===== src/rtl/vcmp_pkg.sv =====
package vcmp_pkg;

   typedef enum logic [2:0] {
      K_EQ, K_NE, K_LT, K_GE, K_LTU, K_GEU, K_FLE, K_FLT
   } cmp_kind_e;

   typedef enum logic [2:0] {
      S_IDLE, S_RUN, S_WRITE, S_FIN, S_ERR
   } seq_state_e;

   typedef struct packed {
      logic      is_fp;
      cmp_kind_e kind;
      logic [4:0] src_a;
      logic [4:0] src_b;
      logic [4:0] dst;
   } cmp_op_t;

   localparam logic [6:0] OPC_BRANCH = 7'b1100011;
   localparam logic [6:0] OPC_FP     = 7'b1010011;
   localparam logic [4:0] FP_CMP_F5  = 5'b10100;

endpackage


===== src/rtl/vcmp_decode.sv =====
module vcmp_decode
   import vcmp_pkg::*;
#(
   parameter bit FP_EN = 1'b1
) (
   input  logic [31:0] instr,
   input  logic        int_en,
   input  logic        fp_en,
   output cmp_op_t     op,
   output logic        legal
);
   logic [2:0] f3;
   logic       fp_form;

   assign f3      = instr[14:12];
   assign fp_form = FP_EN && (instr[6:0] == OPC_FP) && (instr[31:27] == FP_CMP_F5)
                    && (instr[26:25] != 2'b10);

   always_comb begin
      op.src_a = instr[19:15];
      op.src_b = instr[24:20];
      op.dst   = instr[11:7];
      op.is_fp = 1'b0;
      op.kind  = K_EQ;
      legal    = 1'b0;
      if (instr[6:0] == OPC_BRANCH) begin
         legal = int_en;
         unique case (f3)
            3'b000:  op.kind = K_EQ;
            3'b001:  op.kind = K_NE;
            3'b100:  op.kind = K_LT;
            3'b101:  op.kind = K_GE;
            3'b110:  op.kind = K_LTU;
            3'b111:  op.kind = K_GEU;
            default: legal = 1'b0;
         endcase
      end else if (fp_form) begin
         op.is_fp = 1'b1;
         legal    = fp_en;
         unique case (f3)
            3'b000:  op.kind = K_FLE;
            3'b001:  op.kind = K_FLT;
            3'b010:  op.kind = K_EQ;
            3'b011:  op.kind = K_NE;
            default: legal = 1'b0;
         endcase
      end
   end
endmodule


===== src/rtl/vcmp_fp_cmp.sv =====
module vcmp_fp_cmp (
   input  logic [31:0] a,
   input  logic [31:0] b,
   output logic        eq,
   output logic        lt,
   output logic        unord
);
   logic nan_a, nan_b, zeros, same_sign_lt;

   assign nan_a = (&a[30:23]) && (|a[22:0]);
   assign nan_b = (&b[30:23]) && (|b[22:0]);
   assign unord = nan_a || nan_b;
   assign zeros = ~(|a[30:0]) && ~(|b[30:0]);
   assign eq    = !unord && ((a == b) || zeros);
   assign same_sign_lt = a[31] ? (a[30:0] > b[30:0]) : (a[30:0] < b[30:0]);
   assign lt    = !unord && !eq && ((a[31] != b[31]) ? a[31] : same_sign_lt);
endmodule


===== src/rtl/vcmp_elem.sv =====
module vcmp_elem
   import vcmp_pkg::*;
#(
   parameter int XLEN = 32
) (
   input  cmp_kind_e        kind,
   input  logic             is_fp,
   input  logic [XLEN-1:0]  ia,
   input  logic [XLEN-1:0]  ib,
   input  logic             feq,
   input  logic             flt,
   output logic             hit
);
   logic int_hit, fp_hit;

   always_comb begin
      unique case (kind)
         K_EQ:    int_hit = (ia == ib);
         K_NE:    int_hit = (ia != ib);
         K_LT:    int_hit = ($signed(ia) < $signed(ib));
         K_GE:    int_hit = ($signed(ia) >= $signed(ib));
         K_LTU:   int_hit = (ia < ib);
         K_GEU:   int_hit = (ia >= ib);
         default: int_hit = 1'b0;
      endcase
      unique case (kind)
         K_FLE:   fp_hit = feq || flt;
         K_FLT:   fp_hit = flt;
         K_EQ:    fp_hit = feq;
         K_NE:    fp_hit = !feq;
         default: fp_hit = 1'b0;
      endcase
   end

   assign hit = is_fp ? fp_hit : int_hit;
endmodule


===== src/rtl/vcmp_pred_unit.sv =====
module vcmp_pred_unit
   import vcmp_pkg::*;
#(
   parameter int XLEN   = 32,
   parameter int PRED_W = 16,
   parameter int VL_W   = 8,
   parameter bit FP_EN  = 1'b1
) (
   input  logic              clk,
   input  logic              rst_n,
   input  logic              start,
   input  logic [31:0]       instr,
   input  logic              int_pred_en,
   input  logic              fp_pred_en,
   input  logic [VL_W-1:0]   vl_a,
   input  logic [VL_W-1:0]   vl_b,
   output logic [4:0]        rd_addr_a,
   output logic [4:0]        rd_addr_b,
   input  logic [XLEN-1:0]   int_a,
   input  logic [XLEN-1:0]   int_b,
   input  logic [31:0]       fp_a,
   input  logic [31:0]       fp_b,
   output logic              pw_en,
   output logic              pw_fp,
   output logic [4:0]        pw_idx,
   output logic [PRED_W-1:0] pw_mask,
   output logic              done,
   output logic              illegal
);
   localparam int IDX_W = $clog2(PRED_W);

   if (PRED_W < 2 || PRED_W > 32) begin : g_bad_pred_w
      $error("PRED_W must lie in 2..32");
   end
   if (VL_W < 1 || VL_W > 16) begin : g_bad_vl_w
      $error("VL_W must lie in 1..16");
   end
   if (XLEN != 32 && XLEN != 64) begin : g_bad_xlen
      $error("XLEN must be 32 or 64");
   end

   seq_state_e        st;
   cmp_op_t           dec_op, op_q;
   logic              dec_legal;
   logic              vec_a, vec_b;
   logic [IDX_W-1:0]  cnt, last;
   logic [PRED_W-1:0] mask_q;
   logic [IDX_W-1:0]  last_nx;
   logic              feq, flt, funord, hit;

   vcmp_decode #(.FP_EN(FP_EN)) u_dec (
      .instr (instr),
      .int_en(int_pred_en),
      .fp_en (fp_pred_en),
      .op    (dec_op),
      .legal (dec_legal)
   );

   always_comb begin
      int unsigned m;
      m = (int'(vl_a) > int'(vl_b)) ? int'(vl_a) : int'(vl_b);
      if (m < 1) m = 1;
      if (m > PRED_W) m = PRED_W;
      last_nx = IDX_W'(m - 1);
   end

   assign rd_addr_a = op_q.src_a + (vec_a ? 5'(cnt) : 5'd0);
   assign rd_addr_b = op_q.src_b + (vec_b ? 5'(cnt) : 5'd0);

   if (FP_EN) begin : g_fp
      vcmp_fp_cmp u_fp (
         .a    (fp_a),
         .b    (fp_b),
         .eq   (feq),
         .lt   (flt),
         .unord(funord)
      );
   end else begin : g_no_fp
      assign feq    = 1'b0;
      assign flt    = 1'b0;
      assign funord = 1'b0;
   end

   vcmp_elem #(.XLEN(XLEN)) u_elem (
      .kind (op_q.kind),
      .is_fp(op_q.is_fp),
      .ia   (int_a),
      .ib   (int_b),
      .feq  (feq),
      .flt  (flt),
      .hit  (hit)
   );

   always_ff @(posedge clk) begin
      if (!rst_n) begin
         st     <= S_IDLE;
         op_q   <= '0;
         vec_a  <= 1'b0;
         vec_b  <= 1'b0;
         cnt    <= '0;
         last   <= '0;
         mask_q <= '0;
      end else begin
         unique case (st)
            S_IDLE: if (start) begin
               if (dec_legal) begin
                  op_q   <= dec_op;
                  vec_a  <= (int'(vl_a) > 1);
                  vec_b  <= (int'(vl_b) > 1);
                  cnt    <= '0;
                  last   <= last_nx;
                  mask_q <= '0;
                  st     <= S_RUN;
               end else begin
                  st <= S_ERR;
               end
            end
            S_RUN: begin
               mask_q[cnt] <= hit;
               if (cnt == last) st <= S_WRITE;
               else             cnt <= cnt + 1'b1;
            end
            S_WRITE: st <= S_FIN;
            default: st <= S_IDLE;
         endcase
      end
   end

   assign pw_en   = (st == S_WRITE);
   assign done    = (st == S_FIN);
   assign illegal = (st == S_ERR);
   assign pw_fp   = op_q.is_fp;
   assign pw_idx  = op_q.dst;
   assign pw_mask = mask_q;
endmodule


===== config.mk =====
export PLATFORM = sky130hd
export DESIGN_NAME = vcmp_pred_unit
export DESIGN_NICKNAME = d
export VERILOG_FILES = /design/src/rtl/vcmp_pkg.sv /design/src/rtl/vcmp_decode.sv /design/src/rtl/vcmp_fp_cmp.sv /design/src/rtl/vcmp_elem.sv /design/src/rtl/vcmp_pred_unit.sv
export SDC_FILE = /design/constraint.sdc
export NUM_CORES = 1
export LEC_CHECK = 0
export BUFFER_PORTS_ARGS = -buffer_cell sky130_fd_sc_hd__buf_2
export CAP_MARGIN = 20
export CORE_ASPECT_RATIO = 0.9
export CORE_MARGIN = 2
export CORE_UTILIZATION = 28
export DETAILED_ROUTE_END_ITERATION = 8
export PLACE_DENSITY_LB_ADDON = 0.2
export SLEW_MARGIN = 5
export SYNTH_ARGS = -nofsm -noshare
export SYNTH_HDL_FRONTEND = slang
export SYNTH_SLANG_ARGS = --single-unit

===== constraint.sdc =====
create_clock -name clk -period 3.3 [get_ports clk]
set_input_delay 0.495 -clock clk [delete_from_list [all_inputs] [get_ports clk]]
set_output_delay 0.495 -clock clk [all_outputs]
set_load 0.05 [all_outputs]

==> results of run 1 <==
-- final timing paths --
check	startpoint	end	slack [ps]	cells after the start
min reg2reg	pw_idx[3]$_SDFFE_PN0P_	pw_idx[3]$_SDFFE_PN0P_	460	2
max reg2reg	op_q[17]$_SDFFE_PN0P_	pw_mask[11]$_SDFFE_PN0P_	980	7
max	int_a[11]	pw_mask[11]$_SDFFE_PN0P_	510	11
min	fp_pred_en	st[2]$_SDFFE_PN0P_	410	2
-- cell families after synthesis --
logic type / share of synthesized area (%)
AND/OR/NAND/NOR: 23.5
AO/OA/AOI/OAI: 21.3
buffers and inverters: 9.11
adder cells (fa/ha/maj): 22.6
flip-flops: 19.7
XOR/XNOR: 3.05
multiplexers: 0.667
-- metrics by stage --
stage | worst slack (ps) | instances | hold slack (ps) | util [%] | cell area (um2)
floorplan | 633 | 628 | 444 | - | 4870
global placement | 223 | 1069 | 453 | 36.8 | 6240
detailed placement | 146 | 1069 | 463 | 36.8 | 6240
CTS | 444 | 1076 | 403 | 37.6 | 6370
global route | 227 | 1076 | 423 | 37.6 | 6370
finish | 511 | 1076 | 413 | 37.6 | 6370
-- layout make-up --
type	count	area [um2]
Clock buffer	6	129
Clock inverter	1	5.00
Fill cell	1858	10600
Inverter	90	338
Multi-Input combinational cell	470	3470
Sequential cell	48	961
Tap cell	235	294
Timing Repair Buffer	226	1170
-- flip-flops by register name, summed over array words and instances, names as in the netlist, 3 cells and up --
signal,flops
pw_mask,16
st,3
op_q,13
pw_idx,5
cnt,4
last,4
-- routing by layer --
layer	GRT usage, %	up-vias	part of all wire (%)
li1	-	2661	-
met1	21.1	2224	50
met2	23.4	167	42
met5	0	-	0
met4	3.03	0	1.3
met3	2.66	15	6.3
-- power groups by stage --
| stage | Clock (mW) | Combinational, mW | Sequential, mW |
|---|---|---|---|
| global placement | 0 | 0.375 | 0.595 |
| CTS | 0.510 | 0.375 | 0.581 |
| finish | 0.491 | 0.372 | 0.582 |
| global route | 0.530 | 0.427 | 0.581 |
| floorplan | 0 | 0.194 | 0.594 |
| detailed placement | 0 | 0.373 | 0.595 |
-- placed cells by master, fill, tap and decap left out, drive strengths merged, types with 22 or more instances in the layout --
master  synthesis  routed
a21boi         22      22
a21oi          37      37
buf            10     226
dfxtp          48      48
ha             85      85
inv            90      90
nand2          78      78
nand4          28      28
nor4           23      23
o21ai          28      28
-- critical path, cell delays in order --
cell and delay [ps]:
buf_2 100, ha_1 320, nand4_1 130, nor3_1 80, a21boi_1 130, o41ai_1 600, and3_2 310, mux2i_1 290
a311oi_4 150, buf_12 180, o31ai_1 210
==> impl_metrics.ini, run 1 <==
[timing]
tightest_slew_ps = 668
drv_slew = 0
clock_skew_ps = 4.95
fmax_mhz = 359
setup_viol_count_final = 0
fin_tns_setup_ps = 0
rsz0062_at_grt = false
finalHoldViolations = 0
fin_crit_sh_pct = 84.5
period_needed_ps = 2790
maxSlewHeadroom_pct = 55.1

[floorplan]
io_pins = 216
core-area_um2 = 16900
fp.dieW_um = 143
dieArea_um2 = 18500
initial_core_util_pct = 28.8
die-height_um = 129
rows = 45

[clock_network]
cts_resized = 0
cts_tree = done
cts_setup_buffers = 0
cts_made_buffers = 5
clock_latency_ps = 290
h-tree-depth = 2
cts.clk_slew.worst_paths_ps = 60
cts_buffer_depth = 2
cts_root_buf = clkbuf_16
cts.sinks = 48
hold_buffers = 0

[synthesis]
yosysSeqAreaShare_pct = 19.7
synthArstFlopShare_pct = 0
ys_types = 65
ys.flop_type = dfxtp_1
yosys-top-cells-area = ha_1 (22%), dfxtp_1 (20%), inv_1 (6.9%)
synthTopCellsByCount = inv_1 (90), ha_1 (85), nand2_1 (78)
synthCells = 628
syn_nets = 896
synthMostInstantiatedCell = inv_1
synth_edf_count = 0
syn_area_um2 = 4870
syn_avg_cell_area_um2 = 7.76
synth_top_area_share_pct = 21.8
synth_top_area_cell = ha_1
ys_ff_latch = 48
yosysWarnings = 0

[global_route]
grt_overflow = 0
grt_first_pass_wirelength_mm = 22.4
grt_pass1_vias = 4733
antenna_found_initial = 0
grt_max_degree = 34
grt_use_total_pct = 14.8

[detailed_routing]
drt-total-wl_mm = 14.1
dr.pass1.iters = 4
vias = 5067
drc = 0
vias_per_cell = 4.71
ant_nets = 0
wl_per_cell_um = 13.1
drtIter0Drc = 201

[pwr]
p_total_mw = 1.44
intPower_mw = 1.04
vdd_ir_drop_max_uv = 160
combPwrFrac_pct = 25.8
p_sw_share_pct = 28.1
p_leak_nw = 3.24
pwr-share-seq_pct = 40.3
switching_power_mw = 0.406
clockPowerShare_pct = 34.0
powerDensity_nw_per_um2 = 227

[critical_path]
critPathKind = in2reg
endpoint_kind = flip-flop
crit_required_ps = 3510
crit_fanout = 16
arrival_ps = 3000
start_kind = input port

[cells_and_area]
area_delta_synth_final_pct = 30.7
drive_gt1_share_pct = 30.6
final_nets = 1109
n_antenna_cell = 0

[outcome]
outcome = complete, no violations

[flow_run]
max_cap_violations = 0

[placed_design]
place.gp.congestion = 0.788
dpl.hpwl_mm = 12.0
port_buffers = 215

[hold_path]
holdCritPathClass = in2reg
(Power assumes the default switching activity.)
==> inputs of run 2 (changes only) <==
Clock period 3.3 ns to 2.39 ns, I/O delays scaled along.
==> run 2 against run 1 <==
  * The flow now finishes with violations (negative setup slack)
  * Final area is 20% higher
  * Wire length is 10% higher
  * Clock power is 66% higher
  * Setup slack worse by 550 ps
  * Via count is 7.0% higher
==> impl_metrics.ini, run 2 (same netlist as run 1, synthesis figures left out) <==
[cells_and_area]
multi_input_area_um2 = 4090
drive_gt1_share_pct = 45.0
fin_util_pct = 45.2
most-common-layout-cells = buf_2 (196), nand2_1 (77), inv_1 (72), buf_4 (72), ha_1 (57)
final_common_cell = buf_2
fin_area_um2 = 7670
area_delta_synth_final_pct = 57.3
fin_cells = 1140
fillers = 1715
regArea_um2 = 965
n_antenna_cell = 0
final_nets = 1172
largest_reg_flops = 16

[global_route]
grt_pass1_vias = 5325
grt_first_pass_wirelength_mm = 24.7
grt_overflow = 0
grt_use_total_pct = 16.1
antenna_found_initial = 2
grt_max_degree = 34

[floorplan]
fp.dieW_um = 143
die-height_um = 129
io_pins = 216
dieArea_um2 = 18500
initial_core_util_pct = 28.8
rows = 45
core-area_um2 = 16900

[detailed_routing]
vias = 5420
drc = 0
dr.pass1.iters = 5
ant_nets = 0
vias_per_cell = 4.75
drtIter0Drc = 150
drt-total-wl_mm = 15.6
wl_per_cell_um = 13.7

[outcome]
violations = negative setup slack
outcome = finished, violations left

[clock_network]
cts.sinks = 48
h-tree-depth = 2
cts_root_buf = clkbuf_16
clock_latency_ps = 290
hold_buffers = 0
cts_made_buffers = 5
cts.clk_slew.worst_paths_ps = 70
cts_tree = done
cts_buffer_depth = 2

[placed_design]
place.gp.congestion = 0.833
dpl.hpwl_mm = 12.8
dp_worst_setup_slack_ps = -408
port_buffers = 215
dpl-instance-area_um2 = 6820
dp.cells = 1128

[pwr]
powerDensity_nw_per_um2 = 301
p_leak_nw = 3.74
vdd_ir_drop_max_uv = 287

[timing]
setup_ws_ps = -42.4
tightest_slew_ps = 454
clock_skew_ps = 6.13
drv_slew = 0
finalHoldViolations = 0
maxSlewHeadroom_pct = 69.5
rsz0062_at_grt = true
fmax_mhz = 411
setup_viol_count_final = 10
fin_crit_sh_pct = 102
period_needed_ps = 2430

[critical_path]
critPathKind = in2reg
r2r-end = pw_mask[11]$_SDFFE_PN0P_
crit_required_ps = 2560
endpoint_kind = flip-flop
r2r_cells = 7
crit_fanout = 8
reg2reg_slack_ps = 230
cp_cell_sequence = buf_2 > inv_1 > ha_1 > nand4_1 > nor4_4 > nand2_4 > o21bai_4 > or4b_4 > a221oi_4 > a311oi_4 > clkbuf_16 > o21ai_2
start_kind = input port
slowest_delay_ps = 420
r2r_start = st[0]$_SDFFE_PN0P_
cp_slowest_cell = nor4_4
arrival_ps = 2600
crit_start = fp_b[29]

[flow_run]
max_cap_violations = 0

[hold_path]
holdCritStartpoint = fp_pred_en
worstHoldPathCells = 2
holdCritPathClass = in2reg
min_to = st[2]$_SDFFE_PN0P_
run 2: cell count changes in the layout (fill, tap and decap cells not counted), sizes merged:
cell,delta
clkinvlp,+1
bufinv,+1
buf,+61
clkbuf,+1
run 2: area by class of cell:
type,count,share of cell area [%]
Tap cell,235,3.84
Timing Repair Buffer,289,23.4
Sequential cell,48,12.6
Clock inverter,3,0.555
Inverter,90,4.64
Multi-Input combinational cell,470,53.4
Clock buffer,5,1.63
run 2: where the power goes:
group          total, mW  internal [mW]  switching [mW]
sequential         0.802          0.801         0.00162
combinational      0.689          0.360           0.330
clock              0.814          0.492           0.322
run 2: critical path, delay by kind of cell:
family	cells	cell delay, ps
adder cells (fa/ha/maj)	1	310
AO/OA/AOI/OAI	4	690
AND/OR/NAND/NOR	4	880
buffers and inverters	3	380
run 2: routing by layer:
layer,GRT usage (%),wire [um],vias to the layer above
met1,20.7,7040,2445
met5,0,27,-
met3,2.77,950,17
met2,28.7,7370,153
met4,2.85,194,4
li1,-,-,2801
run 2: stage by stage:
stage / hold WS [ps] / total power, mW / setup TNS, ps
global placement: 454 / 1.40 / -5770
CTS: 270 / 2.23 / 0
finish: 277 / 2.31 / -318
detailed placement: 457 / 1.40 / -6400
floorplan: 444 / 1.10 / -60.0
global route: 294 / 2.44 / -1830
run 2: repair_timing:
action / 4_1_cts / 5_1_grt
endpoints found under the setup margin: 18 / 21
setup buffers: 0 / 3
gates resized for setup: 16 / 96
cloned: 0 / 1
pin swaps: 1 / 21
run 2: worst max-delay path by stage:
stage                                    end  depth (start not counted)
floorplan                       rd_addr_a[2]                          5
detailed placement   pw_mask[0]$_SDFFE_PN0P_                         13
global route         pw_mask[3]$_SDFFE_PN0P_                         13
CTS                 pw_mask[11]$_SDFFE_PN0P_                         10
finish               pw_mask[3]$_SDFFE_PN0P_                         12
global placement     pw_mask[7]$_SDFFE_PN0P_                         12
==> inputs of run 3 (changes only) <==
Settings changed: BUFFER_PORTS_ARGS -buffer_cell sky130_fd_sc_hd__buf_2 to -buffer_cell sky130_fd_sc_hd__buf_4, SETUP_SLACK_MARGIN set to 0.4.
==> run 3 against run 2 <==
  * The run still ends with negative setup slack left
  * Core utilization grew 7.2 points
  * Die area is the same
  * Clock-buffer cell count rose by 1
  * Largest cell class unchanged
  * Largest power group is now combinational cells
==> impl_metrics.ini, run 3 (same netlist as run 1, synthesis figures left out) <==
[critical_path]
start_kind = input port
crit_fanout = 8
critPathKind = in2reg
crit_start = fp_a[15]
arrival_ps = 2610
reg2reg_slack_ps = 170
crit_required_ps = 2610
r2r_start = op_q[16]$_SDFFE_PN0P_
endpoint_kind = flip-flop

[clock_network]
h-tree-depth = 2
cts_buffer_depth = 2
cts_root_buf = clkbuf_16
cts_tree = done
clock_latency_ps = 290
cts_made_buffers = 5
hold_buffers = 0
cts.sinks = 48
cts.clk_slew.worst_paths_ps = 60

[detailed_routing]
ant_nets = 0
drt-total-wl_mm = 16.9
drtIter0Drc = 195
dr.pass1.iters = 4
vias = 5492
drc = 0
wl_per_cell_um = 14.8
vias_per_cell = 4.80

[global_route]
grt_pass1_vias = 5283
grt_max_degree = 34
grt_overflow = 0
antenna_found_initial = 1
grt_first_pass_wirelength_mm = 25.4
grt_use_total_pct = 16.9

[timing]
drv_slew = 0
period_needed_ps = 2390
fin_crit_sh_pct = 100
fin_tns_setup_ps = -0.122
setup_ws_ps = -0.122
finalHoldViolations = 0
maxSlewHeadroom_pct = 71.0
fmax_mhz = 418
timing.hold.ws_ps = 279
tightest_slew_ps = 432
setup_viol_count_final = 1
rsz0062_at_grt = true
clock_skew_ps = 3.13

[placed_design]
place.gp.congestion = 0.776
dpl-instance-area_um2 = 7510
port_buffers = 215
dpl.hpwl_mm = 13.1
dp.cells = 1112
dp_worst_setup_slack_ps = -360

[cells_and_area]
most-common-layout-cells = buf_4 (248), nand2_1 (74), inv_1 (54)
final_nets = 1176
fin_cells = 1145
final_common_cell = buf_4
fin_util_pct = 52.4
fin_area_um2 = 8890
area_delta_synth_final_pct = 82.3
drive_gt1_share_pct = 52.9
largest_reg_flops = 16

[pwr]
powerDensity_nw_per_um2 = 277
p_leak_nw = 3.96
p_total_mw = 2.46
vdd_ir_drop_max_uv = 298

[floorplan]
io_pins = 216
fp.dieW_um = 143
die-height_um = 129
initial_core_util_pct = 28.8
core-area_um2 = 16900
dieArea_um2 = 18500
rows = 45

[flow_run]
max_cap_violations = 0

[outcome]
outcome = finished, violations left
violations = negative setup slack

[hold_path]
holdCritPathClass = in2reg
holdCritStartpoint = fp_pred_en
run 3: cell types whose count changed in the layout (fill, tap and decap cells not counted), moves of 5 or more:
cell and change:
inv_2 +8, ha_1 -18, inv_4 +9, inv_1 -18
buf_2 -196, buf_4 +176, a21oi_1 -8, ha_4 +18
o21ai_0 -7, buf_6 +18, buf_8 +5, a21oi_2 +5
run 3: critical path, cell delays in order:
cell      delay [ps]
buf_4            130
ha_1             290
nand4_1          180
nor4_2            80
nand2_1          120
o21bai_2          90
or4b_4           530
a221oi_4         240
a311oi_4          80
buf_12           160
buf_12           140
o31ai_2          190
run 3: worst paths after layout:
check | end | cells past startpoint
worst max-delay path | pw_mask[11]$_SDFFE_PN0P_ | 12
worst min register to register | pw_idx[0]$_SDFFE_PN0P_ | 2
worst min-delay path | st[2]$_SDFFE_PN0P_ | 2
worst max register to register | pw_mask[11]$_SDFFE_PN0P_ | 8
run 3: layout make-up:
class	instances	area (um2)
Tap cell	235	294
Clock buffer	6	129
Sequential cell	48	971
Fill cell	1564	8060
Inverter	90	390
Timing Repair Buffer	293	2450
Clock inverter	2	35.0
Multi-Input combinational cell	470	4620
Antenna cell	1	2.50
run 3: timing repair:
action	4_1_cts	5_1_grt
setup buffers	10	13
setup endpoints to repair	28	29
cloned	1	0
pin swaps	41	58
resized for setup	77	126
run 3: layer usage:
| layer | global-route usage, % | vias to the layer above | part of all wire, % |
|---|---|---|---|
| met3 | 2.66 | 18 | 5.5 |
| met4 | 3.26 | 0 | 1.5 |
| met1 | 23.1 | 2495 | 47 |
| met5 | 0 | - | 0 |
| met2 | 28.3 | 166 | 46 |
| li1 | - | 2813 | - |
run 3: power breakdown:
group	leakage, nW	switching, mW	internal, mW
logic	3.49	0.376	0.486
clock network	0.0808	0.306	0.492
registers	0.389	0.00170	0.799
total	3.96	0.683	1.78
